File: config.mk
export PLATFORM = sky130hd
export DESIGN_NAME = busarb_node
export DESIGN_NICKNAME = d
export VERILOG_FILES = /design/src/rtl/busarb_pkg.sv /design/src/rtl/busarb_pick.sv /design/src/rtl/busarb_track.sv /design/src/rtl/busarb_node.sv
export SDC_FILE = /design/constraint.sdc
export NUM_CORES = 1
export LEC_CHECK = 0
export BUFFER_PORTS_ARGS = -buffer_cell sky130_fd_sc_hd__buf_2
export CORE_ASPECT_RATIO = 0.5
export CORE_MARGIN = 2
export CORE_UTILIZATION = 49
export CTS_CLUSTER_SIZE = 30
export DETAILED_ROUTE_END_ITERATION = 10
export GPL_TIMING_DRIVEN = 0
export PLACE_DENSITY = 0.68
export SKIP_LAST_GASP = 1
export SLEW_MARGIN = 20
export SYNTH_ARGS = -nofsm -noshare
export SYNTH_HDL_FRONTEND = slang
export SYNTH_SLANG_ARGS = --single-unit
File: constraint.sdc
create_clock -name clk -period 7 [get_ports clk]
set_input_delay 0.35 -clock clk [delete_from_list [all_inputs] [get_ports clk]]
set_output_delay 0.35 -clock clk [all_outputs]
set_load 0.03 [all_outputs]
File: src/rtl/busarb_pkg.sv
package busarb_pkg;
    typedef enum logic [1:0] {
        ST_HELD     = 2'd0,
        ST_PARKED   = 2'd1,
        ST_HANDOVER = 2'd2
    } arb_state_e;
endpackage

File: src/rtl/busarb_pick.sv
// Priority search over the sampled request lines.
module busarb_pick #(
    parameter int N   = 6,
    parameter int IDW = 3
) (
    input  logic [N-1:0]   req,
    input  logic           rotate_en,
    input  logic [IDW-1:0] last_owner,
    output logic [IDW-1:0] winner,
    output logic           found
);
    always_comb begin
        int base;
        base   = rotate_en ? (int'(last_owner) + 1) : 0;
        if (base >= N) base = base - N;
        winner = '0;
        found  = 1'b0;
        for (int k = 0; k < N; k++) begin
            int idx;
            idx = base + k;
            if (idx >= N) idx = idx - N;
            if (!found && req[idx]) begin
                found  = 1'b1;
                winner = IDW'(idx);
            end
        end
    end

    // The chosen winner must be an active line
    always_comb begin
        if (found) begin
            p_win_active_r6: assert (req[winner]);
        end
    end
endmodule

File: src/rtl/busarb_track.sv
// Ownership tracking state machine; identical in every node.
module busarb_track
    import busarb_pkg::*;
#(
    parameter int N   = 6,
    parameter int CW  = 4,
    parameter int IDW = 3
) (
    input  logic           clk,
    input  logic           rst_n,
    input  logic [N-1:0]   req_in,
    input  logic           rotate_en,
    output arb_state_e     state,
    output logic [IDW-1:0] owner,
    output logic [CW-1:0]  own_cnt
);
    localparam logic [CW-1:0] CNT_MAX = '1;

    arb_state_e     state_n;
    logic [IDW-1:0] owner_n, win_q, win_n, pick_w;
    logic [CW-1:0]  cnt_n;
    logic [N-1:0]   owner_mask, others;
    logic           owner_line, pick_ok;

    assign owner_mask = {{(N-1){1'b0}}, 1'b1} << owner;
    assign others     = req_in & ~owner_mask;
    assign owner_line = |(req_in & owner_mask);

    busarb_pick #(.N(N), .IDW(IDW)) u_pick (
        .req        (others),
        .rotate_en  (rotate_en),
        .last_owner (owner),
        .winner     (pick_w),
        .found      (pick_ok)
    );

    always_comb begin
        state_n = state;
        owner_n = owner;
        win_n   = win_q;
        cnt_n   = '0;
        unique case (state)
            ST_HANDOVER: begin            // install
                state_n = ST_HELD;
                owner_n = win_q;
            end
            ST_HELD, ST_PARKED: begin
                if (owner_line) begin     // keep
                    state_n = ST_HELD;
                    cnt_n   = (own_cnt == CNT_MAX) ? own_cnt : own_cnt + 1'b1;
                end else if (pick_ok) begin // release
                    state_n = ST_HANDOVER;
                    win_n   = pick_w;
                end else begin            // park
                    state_n = ST_PARKED;
                end
            end
            default: state_n = ST_HELD;
        endcase
    end

    always_ff @(posedge clk or negedge rst_n) begin
        if (!rst_n) begin
            state   <= ST_HELD;
            owner   <= '0;
            win_q   <= '0;
            own_cnt <= '0;
        end else begin
            state   <= state_n;
            owner   <= owner_n;
            win_q   <= win_n;
            own_cnt <= cnt_n;
        end
    end

    p_keep_r3: assert property (@(posedge clk) disable iff (!rst_n)
        (state != ST_HANDOVER && owner_line) |=> (state == ST_HELD && $stable(owner)));
    p_park_r4: assert property (@(posedge clk) disable iff (!rst_n)
        (state != ST_HANDOVER && req_in == '0) |=> (state == ST_PARKED && $stable(owner)));
    p_gap_r5: assert property (@(posedge clk) disable iff (!rst_n)
        (state != ST_HANDOVER && !owner_line && others != '0) |=> (state == ST_HANDOVER && $stable(owner)));
    p_install_r5: assert property (@(posedge clk) disable iff (!rst_n)
        (state == ST_HANDOVER) |=> (state == ST_HELD));
    p_only_on_drop_r11: assert property (@(posedge clk) disable iff (!rst_n)
        (state != ST_HANDOVER && !(!owner_line && others != '0)) |=> (state != ST_HANDOVER));
    p_owner_range_r10: assert property (@(posedge clk) disable iff (!rst_n)
        int'(owner) < N);
endmodule

File: src/rtl/busarb_node.sv
// One arbitration node; six copies share the request lines.
module busarb_node
    import busarb_pkg::*;
#(
    parameter  int N   = 6,
    parameter  int CW  = 4,
    localparam int IDW = (N > 1) ? $clog2(N) : 1
) (
    input  logic           clk,
    input  logic           rst_n,
    input  logic [IDW-1:0] node_id,
    input  logic           rotate_en,
    input  logic           want_bus,
    input  logic           bus_lock,
    input  logic [CW-1:0]  hold_limit,
    input  logic [N-1:0]   req_in,
    output logic           req_out,
    output logic           is_master,
    output logic [IDW-1:0] master_id,
    output logic           handover
);
    arb_state_e     state;
    logic [IDW-1:0] owner;
    logic [CW-1:0]  own_cnt;
    logic           mine, limit_hit;

    busarb_track #(.N(N), .CW(CW), .IDW(IDW)) u_track (
        .clk       (clk),
        .rst_n     (rst_n),
        .req_in    (req_in),
        .rotate_en (rotate_en),
        .state     (state),
        .owner     (owner),
        .own_cnt   (own_cnt)
    );

    assign mine      = (owner == node_id);
    assign limit_hit = (state != ST_HANDOVER) && (hold_limit != '0)
                       && (own_cnt >= hold_limit) && !bus_lock;

    always_comb begin
        req_out   = want_bus && !(mine && limit_hit);
        is_master = mine && (state != ST_HANDOVER);
        handover  = (state == ST_HANDOVER);
        master_id = owner;
    end

    p_follow_r2: assert property (@(posedge clk) disable iff (!rst_n)
        !is_master |-> (req_out == want_bus));
    p_lock_r9: assert property (@(posedge clk) disable iff (!rst_n)
        (is_master && bus_lock) |-> (req_out == want_bus));
    p_limit_r8: assert property (@(posedge clk) disable iff (!rst_n)
        (is_master && !bus_lock && hold_limit != '0 && req_out) |-> (own_cnt < hold_limit));
    p_no_owner_in_gap_r10: assert property (@(posedge clk) disable iff (!rst_n)
        handover |-> !is_master);
endmodule

==> results.py <==
metrics = {
    "logic_synthesis": {
        "ys_ff_latch": 12,
        "yosysTopAreaCell": "ha_1",
        "synth_top_cells_by_area": "ha_1 (12%), dfrtp_1 (11%), a21oi_1 (3.6%)",
        "synth_fp_nets": 405,
        "netlist_area_um2": 2770,
        "ys.flop_type": "dfrtp_1",
        "synth_cells": 361,
        "synth-edff-count": 0,
        "ys_seq_area_frac": 0.108,
        "synth.avg_cell_area_um2": 7.67,
        "yosysWarnings": 0,
        "synth.most_common_cell": "ha_1",
        "synth_commonest_cells": "ha_1 (26), nand2_1 (25), a21oi_1 (20), nor2_1 (20), o21ai_0 (18)",
        "yosys.cell_types.count": 91,
        "synth-async-reset-ratio": 1.00,
        "netlist.area_leader.share": 0.118,
    },
    "clock_tree": {
        "cts_made_buffers": 3,
        "cts.sinks": 12,
        "clkSlewWorstSetupHoldPaths_ps": 40,
        "post_cts_buffers": 0,
        "cts.path.max_buffers": 2,
        "clkLatencyLatePin_ps": 230,
        "cts_tree": "built",
        "cts-root-buf": "clkbuf_16",
        "htreeDepth": 1,
    },
    "routing": {
        "first_pass_iters": 5,
        "vias": 2967,
        "drc_errors": 0,
        "initialDrtViolationCount": 292,
        "viasPerCell": 6.44,
        "detail_route.wl_per_cell_um": 17.7,
        "ant_nets": 0,
        "routed_wl_mm": 8.16,
    },
    "sta": {
        "finClkSkew_ps": 0.736,
        "slew_viol_final": 0,
        "rsz0062_at_grt": "no",
        "setup_viol": 0,
        "finalSetupTns_ps": 0,
        "worst_slew_pin_slew_ps": 635,
        "final.period_utilization": 0.905,
        "max_freq_ghz": 0.158,
        "layout_min_cycle_time_ps": 6330,
        "relSlewSlack": 0.577,
        "hold_viol": 0,
    },
    "critical_path": {
        "crit_top_cell": "ha_1",
        "cpPeakStageDelay_ps": 520,
        "reg2reg_from": "u_track.owner[2]",
        "cp_slowest_cell": "dfrtp_1",
        "path_delay_family": "compound AO/OA/AOI/OAI gates",
        "startpoint": "u_track.owner[2]",
        "cp-start-kind": "flip-flop",
        "cp_data_arrival_time_ps": 6450,
        "crit_chain": "clkbuf_2 -> inv_1 -> ha_1 -> and2b_1 -> ha_1 -> ha_1 -> buf_2 -> a31o_1 -> a21boi_1 -> or2_1 -> buf_2 -> buf_4 -> ha_1 -> clkbuf_1 -> or3_1 -> a211o_1 -> a221o_1 -> a21o_1 -> a221oi_4 -> a2111o_2 -> nor2_2 -> a211oi_4 -> mux2_4",
        "path_buf_inv": 6,
        "rrSetupSlack_ps": 670,
        "path_max_fanout": 14,
        "cp_data_required_time_ps": 7120,
        "crit_path_end": "u_track.win_q[1]",
        "rr_endpoint": "u_track.win_q[1]",
        "cp-end-kind": "flip-flop",
        "path_class": "reg -> reg",
        "cp.depth": 23,
        "r2r_cells": 23,
    },
    "global_routing": {
        "grt_max_degree": 15,
        "grt_overflow": 0,
        "grt_util_met3": 0.0183,
        "grt_pass1_vias": 2800,
        "met1_usage": 0.400,
        "met2_usage": 0.436,
        "grt_pass1_wl_mm": 13.6,
        "grt_antenna_before_repair": 0,
        "gr-max-usage-layer": "met2",
        "grt_usage": 0.273,
    },
    "die": {
        "core_um2": 5470,
        "rows": 19,
        "ios": 24,
        "chipWidth_um": 110,
        "die_area_um2": 6300,
        "die-height_um": 57.1,
        "start_util": 0.506,
    },
    "cells_and_area": {
        "area_delta_synth_final_pct": 10.7,
        "diodes": 0,
        "final_nets": 434,
        "layout-drive-gt1-share": 0.175,
        "fillers": 536,
    },
    "placed_design": {
        "dp_hpwl_mm": 6.46,
        "gp_congestion": 0.947,
        "numPortBuffers": 23,
    },
    "worst_hold_path": {
        "min_path_type": "reg -> reg",
    },
    "flow_run": {
        "drv_cap": 0,
    },
    "outcome": {
        "status": "finished, final reports clean",
    },
}
## registers in the layout, summed over array words and instances, names as in the netlist
name	flops
u_track.own_cnt	4
u_track.owner	3
u_track.state	2
u_track.win_q	3
## cell type report
type	count	area (µm²)	share of cell area
Sequential cell	12	300	0.0980
Tap cell	73	91.3	0.0298
Clock buffer	3	75.1	0.0245
Timing Repair Buffer	24	125	0.0408
Inverter	20	75.1	0.0245
Buffer	17	92.6	0.0302
Multi-Input combinational cell	312	2300	0.752
## tightest hold or removal path, delay by kind of cell, from the launching register on
| family | cells | cell delay, ps |
|---|---|---|
| simple gates | 1 | 50 |
| compound gates | 1 | 60 |
| flops | 1 | 340 |
## cell usage in the layout (no fill, tap or decap), types with 3 or more instances in the layout
| master | count |
|---|---|
| buf_2 | 29 |
| xor2_1 | 3 |
| inv_1 | 15 |
| nand2_1 | 25 |
| dfrtp_1 | 12 |
| a21o_1 | 5 |
| nand4_1 | 4 |
| a22oi_1 | 3 |
| and3b_1 | 3 |
| o21ai_0 | 18 |
| mux2i_1 | 10 |
| a21oi_1 | 20 |
| nor2b_1 | 5 |
| and3_1 | 6 |
| ha_1 | 26 |
| and2_1 | 11 |
| a221o_1 | 3 |
| nor3_1 | 11 |
| clkbuf_16 | 3 |
| mux2_2 | 5 |
| a2bb2oi_1 | 3 |
| o21ai_2 | 3 |
| o21a_1 | 6 |
| a211o_1 | 3 |
| a211oi_1 | 8 |
| clkbuf_1 | 6 |
| a31oi_1 | 5 |
| or3_1 | 3 |
| nor4_1 | 4 |
| inv_2 | 4 |
| a2111oi_0 | 4 |
| nand3_1 | 11 |
| nor2_1 | 20 |
| o211ai_1 | 5 |
| nand2b_1 | 13 |
| xnor2_1 | 4 |
## repair_timing
item,in CTS,in global routing
gates resized for setup,0,3
setup endpoints to repair,0,2
hold buffers,1,0
endpoints found under the hold margin,12,0
## worst min-delay path by stage
stage	start	endpoint	depth (start not counted)
after CTS	u_track.win_q[0]	u_track.owner[0]	2
after floorplan	rst_n	u_track.own_cnt[0]	0
final	u_track.win_q[0]	u_track.owner[0]	2
after detailed placement	rst_n	u_track.owner[1]	1
after global placement	rst_n	u_track.owner[1]	1
after global routing	u_track.win_q[0]	u_track.owner[0]	2
## metrics by stage
stage                     instances  setup WS (ps)  hold slack, ps   util  cell area [µm²]
final                           461            668             498  0.560             3060
after global routing            461            191             521  0.560             3060
after CTS                       461            558             504  0.559             3060
after detailed placement        457            587             238  0.544             2970
after global placement          457            666             240  0.544             2970
after floorplan                 361           1210            54.4      -             2770
## kinds of logic after synthesis
kind of cell	after synthesis	share of synthesized area
flip-flops	12	0.108
buffers and inverters	37	0.0601
adder cells (fa/ha/maj)	26	0.118
XOR/XNOR	7	0.0222
AO/OA/AOI/OAI	128	0.356
AND/OR/NAND/NOR	134	0.268
multiplexers	17	0.0674
## metal layers
metal | vias up | part of all wire
met2 | 112 | 0.43
met4 | 0 | 0.011
met1 | 1407 | 0.49
met5 | - | 0
met3 | 8 | 0.060
li1 | 1440 | -
Power is left out: the tool's default activity adds up to more than one toggle a clock period on the data nets, which glitch-free logic cannot reach.
